==> config.mk <==
export PLATFORM = sky130hd
export DESIGN_NAME = i2c_cfg_slave
export DESIGN_NICKNAME = d
export VERILOG_FILES = /design/src/rtl/i2c_cfg_pkg.sv /design/src/rtl/i2c_line_sync.sv /design/src/rtl/i2c_reg_bank.sv /design/src/rtl/i2c_cfg_slave.sv
export SDC_FILE = /design/constraint.sdc
export NUM_CORES = 1
export LEC_CHECK = 0
export BUFFER_PORTS_ARGS = -buffer_cell sky130_fd_sc_hd__buf_2
export CAP_MARGIN = 0
export CELL_PAD_IN_SITES_DETAIL_PLACEMENT = 1
export CELL_PAD_IN_SITES_GLOBAL_PLACEMENT = 2
export CORE_MARGIN = 2
export CORE_UTILIZATION = 41
export DETAILED_ROUTE_END_ITERATION = 12
export GPL_ROUTABILITY_DRIVEN = 0
export PLACE_DENSITY_LB_ADDON = 0.1
export SKIP_LAST_GASP = 1
export SLEW_MARGIN = 5
export SYNTH_ARGS = -nofsm -noshare
export SYNTH_HDL_FRONTEND = slang
export SYNTH_SLANG_ARGS = --single-unit
==> constraint.sdc <==
create_clock -name clk -period 5.8 [get_ports clk]
set_input_delay 0.87 -clock clk [delete_from_list [all_inputs] [get_ports clk]]
set_output_delay 0.87 -clock clk [all_outputs]
set_load 0.01 [all_outputs]
==> src/rtl/i2c_cfg_pkg.sv <==
package i2c_cfg_pkg;

    typedef enum logic [2:0] {
        PH_IDLE,
        PH_RX,
        PH_ACK,
        PH_TX,
        PH_MACK
    } phase_e;

    typedef enum logic [1:0] {
        BY_ADDR,
        BY_PTR,
        BY_DATA
    } byte_e;

    typedef struct packed {
        phase_e      phase;
        byte_e       kind;
        logic        rd;
        logic [3:0]  bits;
        logic [7:0]  sh;
        logic [7:0]  ptr;
        logic        pull;
        logic        st_hi;
        logic        we;
        logic [7:0]  wa;
        logic [7:0]  wd;
    } eng_t;

endpackage

==> src/rtl/i2c_line_sync.sv <==
module i2c_line_sync #(
    parameter int LINES  = 2,
    parameter int STAGES = 2
) (
    input  logic             clk,
    input  logic             rst_n,
    input  logic [LINES-1:0] raw_i,
    output logic [LINES-1:0] lvl_o,
    output logic [LINES-1:0] prv_o
);
    localparam int DEPTH = STAGES + 1;

    for (genvar l = 0; l < LINES; l++) begin : g_line
        logic [DEPTH-1:0] chain_q;
        logic [DEPTH-1:0] chain_d;

        always_comb begin
            chain_d = {chain_q[DEPTH-2:0], raw_i[l]};
        end

        always_ff @(posedge clk or negedge rst_n) begin
            if (!rst_n) chain_q <= '1;
            else        chain_q <= chain_d;
        end

        assign lvl_o[l] = chain_q[STAGES-1];
        assign prv_o[l] = chain_q[STAGES];
    end

endmodule

==> src/rtl/i2c_reg_bank.sv <==
module i2c_reg_bank #(
    parameter int NREGS = 10
) (
    input  logic               clk,
    input  logic               rst_n,
    input  logic               we_i,
    input  logic [7:0]         wa_i,
    input  logic [7:0]         wd_i,
    input  logic [7:0]         rd_idx_i,
    output logic [7:0]         rd_data_o,
    output logic [NREGS*8-1:0] regs_o
);
    logic [7:0] cells [NREGS];

    for (genvar g = 0; g < NREGS; g++) begin : g_cell
        logic [7:0] cell_q;
        logic [7:0] cell_d;

        always_comb begin
            cell_d = cell_q;
            if (we_i && wa_i == 8'(g)) cell_d = wd_i;
        end

        always_ff @(posedge clk or negedge rst_n) begin
            if (!rst_n) cell_q <= '0;
            else        cell_q <= cell_d;
        end

        assign cells[g]          = cell_q;
        assign regs_o[g*8 +: 8]  = cell_q;

        AST_WRITE_LANDS: assert property (@(posedge clk) disable iff (!rst_n)
            (we_i && wa_i == 8'(g)) |=> (cell_q == $past(wd_i)));
    end

    always_comb begin
        rd_data_o = '0;
        for (int i = 0; i < NREGS; i++) begin
            if (rd_idx_i == 8'(i)) rd_data_o = cells[i];
        end
    end

    AST_RESERVED_DROPPED: assert property (@(posedge clk) disable iff (!rst_n)
        (we_i && wa_i >= 8'(NREGS)) |=> $stable(regs_o));

endmodule

==> src/rtl/i2c_cfg_slave.sv <==
module i2c_cfg_slave
    import i2c_cfg_pkg::*;
#(
    parameter logic [6:0] DEV_ADDR = 7'b1001101,
    parameter int         NREGS    = 10,
    parameter int         STAGES   = 2
) (
    input  logic               clk,
    input  logic               rst_n,
    input  logic               scl_i,
    input  logic               sda_i,
    output logic               sda_pull_o,
    output logic [NREGS*8-1:0] regs_o
);
    localparam int LINES = 2;

    logic [LINES-1:0] lvl, prv;
    logic             scl, scl_p, sda, sda_p;
    logic             scl_rise, scl_fall, start_c, stop_c;
    logic [7:0]       rd_data;
    eng_t             q, d;

    i2c_line_sync #(.LINES(LINES), .STAGES(STAGES)) i_sync (
        .clk   (clk),
        .rst_n (rst_n),
        .raw_i ({sda_i, scl_i}),
        .lvl_o (lvl),
        .prv_o (prv)
    );

    assign scl   = lvl[0];
    assign scl_p = prv[0];
    assign sda   = lvl[1];
    assign sda_p = prv[1];

    assign scl_rise = scl & ~scl_p;
    assign scl_fall = ~scl & scl_p;
    assign start_c  = scl & scl_p & sda_p & ~sda;
    assign stop_c   = scl & scl_p & ~sda_p & sda;

    i2c_reg_bank #(.NREGS(NREGS)) i_bank (
        .clk       (clk),
        .rst_n     (rst_n),
        .we_i      (q.we),
        .wa_i      (q.wa),
        .wd_i      (q.wd),
        .rd_idx_i  (q.ptr),
        .rd_data_o (rd_data),
        .regs_o    (regs_o)
    );

    always_comb begin
        d    = q;
        d.we = 1'b0;
        if (scl_fall) d.st_hi = 1'b0;

        if (start_c) begin
            d.phase = PH_RX;
            d.kind  = BY_ADDR;
            d.bits  = '0;
            d.pull  = 1'b0;
            d.rd    = 1'b0;
            d.st_hi = 1'b1;
        end else if (stop_c && !q.st_hi) begin
            d.phase = PH_IDLE;
            d.pull  = 1'b0;
        end else begin
            unique case (q.phase)
                PH_RX: begin
                    if (scl_rise && q.bits != 4'd8) begin
                        d.sh   = {q.sh[6:0], sda};
                        d.bits = q.bits + 4'd1;
                    end else if (scl_fall && q.bits == 4'd8) begin
                        unique case (q.kind)
                            BY_ADDR: begin
                                if (q.sh[7:1] == DEV_ADDR) begin
                                    d.pull  = 1'b1;
                                    d.rd    = q.sh[0];
                                    d.phase = PH_ACK;
                                end else begin
                                    d.phase = PH_IDLE;
                                end
                            end
                            BY_PTR: begin
                                d.ptr   = q.sh;
                                d.pull  = 1'b1;
                                d.phase = PH_ACK;
                            end
                            default: begin
                                d.we    = 1'b1;
                                d.wa    = q.ptr;
                                d.wd    = q.sh;
                                d.ptr   = q.ptr + 8'd1;
                                d.pull  = 1'b1;
                                d.phase = PH_ACK;
                            end
                        endcase
                    end
                end
                PH_ACK: begin
                    if (scl_fall) begin
                        d.bits = '0;
                        if (q.rd) begin
                            d.sh    = rd_data;
                            d.pull  = ~rd_data[7];
                            d.ptr   = q.ptr + 8'd1;
                            d.phase = PH_TX;
                        end else begin
                            d.pull  = 1'b0;
                            d.phase = PH_RX;
                            d.kind  = (q.kind == BY_ADDR) ? BY_PTR : BY_DATA;
                        end
                    end
                end
                PH_TX: begin
                    if (scl_fall) begin
                        if (q.bits == 4'd7) begin
                            d.pull  = 1'b0;
                            d.phase = PH_MACK;
                        end else begin
                            d.bits = q.bits + 4'd1;
                            d.pull = ~q.sh[6];
                            d.sh   = {q.sh[6:0], 1'b0};
                        end
                    end
                end
                PH_MACK: begin
                    if (scl_rise && sda) begin
                        d.phase = PH_IDLE;
                    end else if (scl_fall) begin
                        d.bits  = '0;
                        d.sh    = rd_data;
                        d.pull  = ~rd_data[7];
                        d.ptr   = q.ptr + 8'd1;
                        d.phase = PH_TX;
                    end
                end
                default: ;
            endcase
        end
    end

    always_ff @(posedge clk or negedge rst_n) begin
        if (!rst_n) begin
            q       <= '0;
            q.phase <= PH_IDLE;
            q.kind  <= BY_ADDR;
        end else begin
            q <= d;
        end
    end

    assign sda_pull_o = q.pull;

    AST_SDA_HOLD_SCL_HIGH: assert property (@(posedge clk) disable iff (!rst_n)
        (scl && scl_p && sda == sda_p) |=> $stable(q.pull));
    AST_IDLE_RELEASED: assert property (@(posedge clk) disable iff (!rst_n)
        (q.phase == PH_IDLE) |-> !sda_pull_o);
    AST_NACK_ENDS_READ: assert property (@(posedge clk) disable iff (!rst_n)
        (q.phase == PH_MACK && scl_rise && sda && !start_c && !stop_c) |=> (q.phase == PH_IDLE));
    AST_ACK_HELD: assert property (@(posedge clk) disable iff (!rst_n)
        (q.phase == PH_ACK) |-> sda_pull_o);
    AST_WRITE_STEPS_PTR: assert property (@(posedge clk) disable iff (!rst_n)
        q.we |-> (q.ptr == q.wa + 8'd1));

endmodule

==> flow_summary.ini, run 1 <==
[floorplanning]
start_util_pct = 41.5
fp.dieH_um = 130
die_x_um = 130
dieArea_sq_um = 16900
io_pins = 85
core_sq_um = 15700
std_cell_rows = 46

[grt]
antenna_found_initial = 0
gr-total-overflow = 0
grt_first_pass_wirelength_um = 31200
grt_max_degree = 85
grt_pass1_vias = 5275
grt_usage_pct = 24.9

[setup_path]
critPathTopFamily = compound AO/OA/AOI/OAI gates
reg2reg_slack_ns = 2.79
reg2reg_depth = 8
crit_chain = inv_1 -> ha_1 -> nor2b_1 -> a221oi_1 -> o32ai_1 -> a31oi_1 -> a2bb2oi_1 -> o21ai_0
criticalPathCategory = flip-flop to flip-flop
crit_fanout = 22
required_ns = 6.14
cpPeakStageDelay_ns = 0.76
critPathCaptureType = flip-flop
path_buf_inv = 1
critPathArrivalTime_ns = 3.35
start_kind = flip-flop
crit_slowest_cell = ha_1
r2r-end = q[32]
reg2reg_from = q[20]

[cells_and_area]
ff_latch_area_sq_um = 3290
final_layout_size_suffix_gt1_share_pct = 34.4
fill_cells = 1724
n_antenna_cell = 0
finish.utilization_pct = 49.5
final_area_sq_um = 7780
fin_nets = 684
multi_input_comb_area_sq_um = 3020
syn2layout_area_growth_pct = 19.3

[sta]
finClkSkew_ns = 0.0113
hold_slack_ns = 0.355
finalCriticalPeriod_ns = 3.01
hold_violations = 0
post-route-period-util_pct = 51.9
slew_headroom_pct = 25.3
finalSetupViolCount = 0
tns_ns = 0
worst_pin_slew_ns = 1.12
fin_ws_ns = 2.79
finalMaxSlewViolations = 0
rsz0062_at_grt = false
clock.fmax_mhz = 332

[place]
port_buffers = 84
dp_hpwl_um = 14200
pre_cts_slack_ns = 2.84
postPlaceCellArea_sq_um = 7100

[synthesis]
ys_warn_count = 0
synth_nets = 611
ys_types = 65
yosysSeqAreaShare_pct = 50.4
syn_inst = 601
ys_seq_elements = 131
synthXorXnorAreaFrac_pct = 0.134
synth_edf_count = 0
synth_top_family_by_area = multiplexers
synth_mux_area_share_pct = 16.5
synthSimpleGateAreaFrac_pct = 14.1
synth_compound_area_share_pct = 14.3
async_flop_share_pct = 100
synth-main-ff-cell = dfrtp_1
synthAdderAreaFrac_pct = 1.15
syn_avg_cell_area_sq_um = 10.9
synth_area_sq_um = 6520

[power]
p_leak_nw = 3.78
p_per_area_nw_per_um2 = 295
worst_ir_drop_vdd_mv = 0.208

[cts]
cts_buffers = 17
postCtsHoldBufs = 0
clock_latency_ns = 0.43
h-tree-depth = 4
cts_setup_buffers = 0
cts_tree = built
clockBufferDepth = 2
cts.repair.resized = 0
cts-root-buf = clkbuf_16
clkTransAtPathRegs_ns = 0.06
clock-sinks = 131

[run]
maxCapViolCount = 0

[worst_hold_path]
hold_class = flip-flop to flip-flop
hold_depth = 0
holdCritStartpoint = i_sync.g_line[1].chain_q[0]
holdPathEnd = i_sync.g_line[1].chain_q[1]

[detailed_routing]
dr_total_vias = 5126
drc = 0
drt_pass1_iterations = 4
dr.first_iter.drc_count = 249
routed_via_density = 5.68
ant_nets = 0
routed_wl_um = 20500
wire_per_inst_um = 22.7

[status]
outcome = finished, final reports clean
[per-layer routing]
| metal | track usage (%) | wire length, um | up-vias |
|---|---|---|---|
| li1 | - | - | 2331 |
| met5 | 0 | 0 | - |
| met1 | 32.6 | 9220 | 2659 |
| met3 | 4.96 | 753 | 29 |
| met4 | 8.67 | 436 | 0 |
| met2 | 41.5 | 10100 | 107 |
[stage by stage]
| stage | cells | total power [mW] |
|---|---|---|
| after detailed placement | 871 | 1.05 |
| after global placement | 871 | 1.05 |
| final | 903 | 2.29 |
| after CTS | 903 | 2.32 |
| after floorplan | 601 | 1.01 |
| after global routing | 903 | 2.36 |
[worst max-delay path by stage]
stage | startpoint | to | cells after the start | slack (ns)
finish | q[20] | q[32] | 8 | 2.79
global placement | q[19] | sda_pull_o | 8 | 2.98
CTS | q[19] | sda_pull_o | 8 | 2.80
floorplan | q[19] | q[29] | 10 | 3.73
detailed placement | q[19] | sda_pull_o | 8 | 2.84
global route | q[19] | sda_pull_o | 8 | 2.60
[cell usage after synthesis, types with 2 or more instances]
cell type	count	area share [%]
and3_1	4	0.38
o21ai_0	36	2.8
o31ai_1	2	0.23
nand4_1	4	0.38
a32oi_1	2	0.27
or2_2	2	0.19
mux2_2	93	16
nand2_1	49	2.8
a22o_1	3	0.40
nor3b_2	3	0.58
dfrtp_1	125	48
o22ai_1	12	1.2
a21o_1	3	0.35
a31oi_1	6	0.58
nand3b_1	7	0.81
nand3_1	15	1.2
dfstp_2	6	2.4
a21oi_1	37	2.8
a2bb2oi_1	2	0.27
nor2b_1	15	1.4
nand2b_1	9	0.86
o221ai_1	2	0.27
nor2_1	36	2.1
clkbuf_1	19	1.1
nor3_1	10	0.77
mux2i_1	3	0.46
o31a_1	2	0.27
o22a_1	3	0.40
a221o_1	5	0.77
buf_2	11	0.84
nor4_1	3	0.29
a22oi_1	4	0.46
a221oi_1	9	1.2
ha_1	6	1.2
nand4b_1	2	0.27
and3b_1	3	0.40
buf_4	4	0.46
nor3b_1	2	0.23
inv_1	16	0.92
[registers in the layout, summed over array words and instances, names as in the netlist]
signal,flops
i_bank.g_cell.cell_q,80
q,44
i_sync.g_line.chain_q,6
sda_pull_o,1
[layout by cell type (no fill, tap or decap), types with 4 or more instances in the layout]
cell type,count
nand3_1,15
nor2b_1,15
dfstp_2,6
nor2_1,36
nor3_1,10
buf_4,6
a31oi_1,6
a221o_1,5
and3_1,4
a22oi_1,4
bufinv_16,6
o22ai_1,12
mux2_2,93
nand2b_1,9
nand3b_1,7
nand2_1,49
buf_2,83
inv_1,16
a221oi_1,9
o21ai_0,36
a21oi_1,37
nand4_1,4
clkbuf_16,17
ha_1,6
dfrtp_1,125
[power breakdown]
part | switching (mW) | internal [mW] | leakage [nW]
logic | 0.0568 | 0.0272 | 1.66
registers | 0.0217 | 0.931 | 1.80
clock network | 0.426 | 0.831 | 0.327
[cells by family after synthesis]
group                    after synthesis
adder cells (fa/ha/maj)                6
AND/OR/NAND/NOR                      173
multiplexers                          96
XOR/XNOR                               1
buffers and inverters                 51
AO/OA/AOI/OAI                        143
flip-flops                           131
[cell type report]
class / count / area share (%)
well taps: 216 / 3.47
inverters: 16 / 0.772
multi-input cells: 419 / 38.9
repair buffers: 89 / 5.92
clock buffers: 20 / 5.87
clock inverters: 12 / 2.91
flip-flops and latches: 131 / 42.2
Power figures use the tool's default switching activity.
==> inputs of run 2 (changes only) <==
- ABC_AREA: default -> 1
- CORE_UTILIZATION: 41 -> 31
- clock period: 5.8 -> 2.6 ns (I/O delays scaled with it)
==> run 2 against run 1 <==
Utilization shrank 11 points; first-iteration DRC count increased by 11%; cell count rose by 28%; global-route usage shrank 4.8 points; critical endpoint is now q[30]; die area grew 27%; count of clock-buffer cells in the layout rose by 1; register-to-register slack lost 2.6 ns.
==> flow_summary.ini, run 2 <==
[status]
outcome = finished, final reports clean

[cts]
clock-sinks = 131
clockBufferDepth = 2
cts_buffers = 17
cts_tree = built
postCtsHoldBufs = 0
cts-root-buf = clkbuf_16
clock_latency_ns = 0.42
h-tree-depth = 4
clkTransAtPathRegs_ns = 0.06

[synthesis]
ys_top_cells_by_area = dfrtp_1 (50%), nand2_1 (12%), o21ai_0 (9.4%)
async_flop_share_pct = 100
syn_avg_cell_area_sq_um = 8.14
ys_types = 39
synthTopCellsByCount = nand2_1 (200), dfrtp_1 (125), o21ai_0 (118)
yosys.area.top_type = dfrtp_1
syn_inst = 775
synth_edf_count = 0
ys_seq_elements = 131
synth_area_sq_um = 6300
synth_top_area_share_pct = 49.6
synth-main-ff-cell = dfrtp_1
ys_warn_count = 0
yosysSeqAreaShare_pct = 52.1
synth_nets = 785
yosysMostFrequentCell = nand2_1

[power]
p_sw_mw = 2.64
worst_ir_drop_vdd_mv = 0.461
power_frac_comb_pct = 29.9
internal_power_mw = 4.46
p_sw_share_pct = 37.2
p_per_area_nw_per_um2 = 907
power_mw = 7.10
p_leak_nw = 3.80
power_frac_clock_pct = 35.4
p_seq_share_pct = 34.7

[sta]
finalCriticalPeriod_ns = 2.37
finalSetupViolCount = 0
worst_pin_slew_ns = 0.703
hold_violations = 0
slew_headroom_pct = 53.1
fin_ws_ns = 0.234
post-route-period-util_pct = 91.0
finalMaxSlewViolations = 0
tns_ns = 0
finClkSkew_ns = 0.0142
clock.fmax_mhz = 423

[floorplanning]
io_pins = 85
die_x_um = 147
fp.dieH_um = 147
start_util_pct = 31.4
std_cell_rows = 52
core_sq_um = 20100
dieArea_sq_um = 21500

[setup_path]
critPathCaptureType = flip-flop
required_ns = 2.91
start_kind = flip-flop
r2r-end = q[30]
crit_fanout = 8
reg2reg_from = q[19]
criticalPathCategory = flip-flop to flip-flop
reg2reg_depth = 13
reg2reg_slack_ns = 0.23
critPathArrivalTime_ns = 2.68

[grt]
grt_max_degree = 50
antenna_found_initial = 0
grt_first_pass_wirelength_um = 33500
gr-total-overflow = 0
grt_pass1_vias = 5810
grt_usage_pct = 20.2

[cells_and_area]
largest_registers = i_bank.g_cell.cell_q x80, q x44, i_sync.g_line.chain_q x6
final_area_sq_um = 7820
layout_commonest_cell = nand2_1
largest-register = i_bank.g_cell.cell_q
fin_nets = 887
n_antenna_cell = 0
largest_register_ffs = 80
syn2layout_area_growth_pct = 24.1
final_layout_size_suffix_gt1_share_pct = 21.0
mostFrequentLayoutCells = nand2_1 (200), dfrtp_1 (125), o21ai_0 (117)

[detailed_routing]
dr_total_vias = 5630
routed_via_density = 4.85
drc = 0
dr.first_iter.drc_count = 276
ant_nets = 0
wire_per_inst_um = 18.2
drt_pass1_iterations = 4
routed_wl_um = 21100

[worst_hold_path]
hold_class = input pin to asynchronous set/reset pin

[place]
port_buffers = 84
postPlaceCellArea_sq_um = 7130
pre_cts_slack_ns = -0.213
dp_hpwl_um = 15400

[run]
maxCapViolCount = 0
run 2: cell count changes in the layout (fill, tap and decap cells not counted), sizes merged, moves of 17 or more:
| cell | delta |
|---|---|
| buf | +17 |
| inv | +57 |
| mux2 | -92 |
| nand2 | +153 |
| nand3 | +35 |
| nor2 | +32 |
| o21ai | +89 |
run 2: what timing repair did:
action / CTS / global route
setup endpoints to repair: 6 / 14
gates resized for setup: 1 / 7
gates cloned: 0 / 1
setup buffers: 0 / 4
pin swaps: 0 / 2
run 2: final cells by class:
class,instances,area [sq um]
repair buffers,106,613
multi-input cells,546,2680
flip-flops and latches,131,3290
fillers,2414,12300
inverters,75,292
well taps,270,338
clock inverters,11,153
clock buffers,21,460
run 2: stage by stage:
step | utilization [%] | cells | hold slack, ns
2_1_floorplan | - | 775 | 0.0944
3_3_place_gp | 35.5 | 1123 | 0.347
3_5_place_dp | 35.5 | 1123 | 0.347
4_1_cts | 38.6 | 1155 | 0.0324
5_1_grt | 38.9 | 1160 | 0.0436
6_report | 38.9 | 1160 | 0.0134
run 2: worst max path at each step:
| stage | from | endpoint | slack (ns) | cells after the start |
|---|---|---|---|---|
| floorplan | q[19] | q[33] | 0.73 | 14 |
| global placement | q[35] | q[9] | 0.005 | 9 |
| detailed placement | q[35] | q[15] | -0.21 | 9 |
| CTS | q[19] | q[29] | 0.13 | 14 |
| global route | q[43] | q[19] | -0.008 | 12 |
| finish | q[19] | q[30] | 0.23 | 13 |
run 2: kinds of logic (layout without fill, tap and decap cells):
family / Yosys count / in the layout / synth area share (%)
adder cells (fa/ha/maj): 6 / 6 / 1.19
XOR/XNOR: 3 / 3 / 0.417
buffers and inverters: 99 / 213 / 5.95
flip-flops: 131 / 131 / 52.1
multiplexers: 1 / 1 / 0.179
AO/OA/AOI/OAI: 187 / 187 / 15.5
AND/OR/NAND/NOR: 348 / 349 / 24.6
run 2: critical path: stages (launching register included):
cell and delay [ns]:
dfrtp_1 0.42, inv_1 0.15, ha_1 0.21, nand2_1 0.10
nor2_4 0.19, clkinvlp_4 0.19, o21ai_0 0.23, a21oi_1 0.10
nor2_1 0.17, o21ai_1 0.11, o211ai_1 0.13, nand3_1 0.12
nand2_1 0.09, a21oi_1 0.06
run 2: metal layers:
| metal | wire length, um | vias up | global-route usage, % |
|---|---|---|---|
| met1 | 10200 | 2757 | 29.0 |
| li1 | - | 2753 | - |
| met3 | 854 | 11 | 3.34 |
| met4 | 187 | 0 | 5.19 |
| met2 | 9840 | 109 | 31.8 |
| met5 | 0 | - | 0 |
run 2: power by group through the flow:
stage / sequential [mW] / combinational [mW] / clock, mW
after floorplan: 2.43 / 1.44 / 0
after global placement: 2.49 / 2.04 / 0
after detailed placement: 2.50 / 2.07 / 0
after CTS: 2.46 / 2.09 / 2.58
after global routing: 2.49 / 2.42 / 2.67
final: 2.46 / 2.12 / 2.51
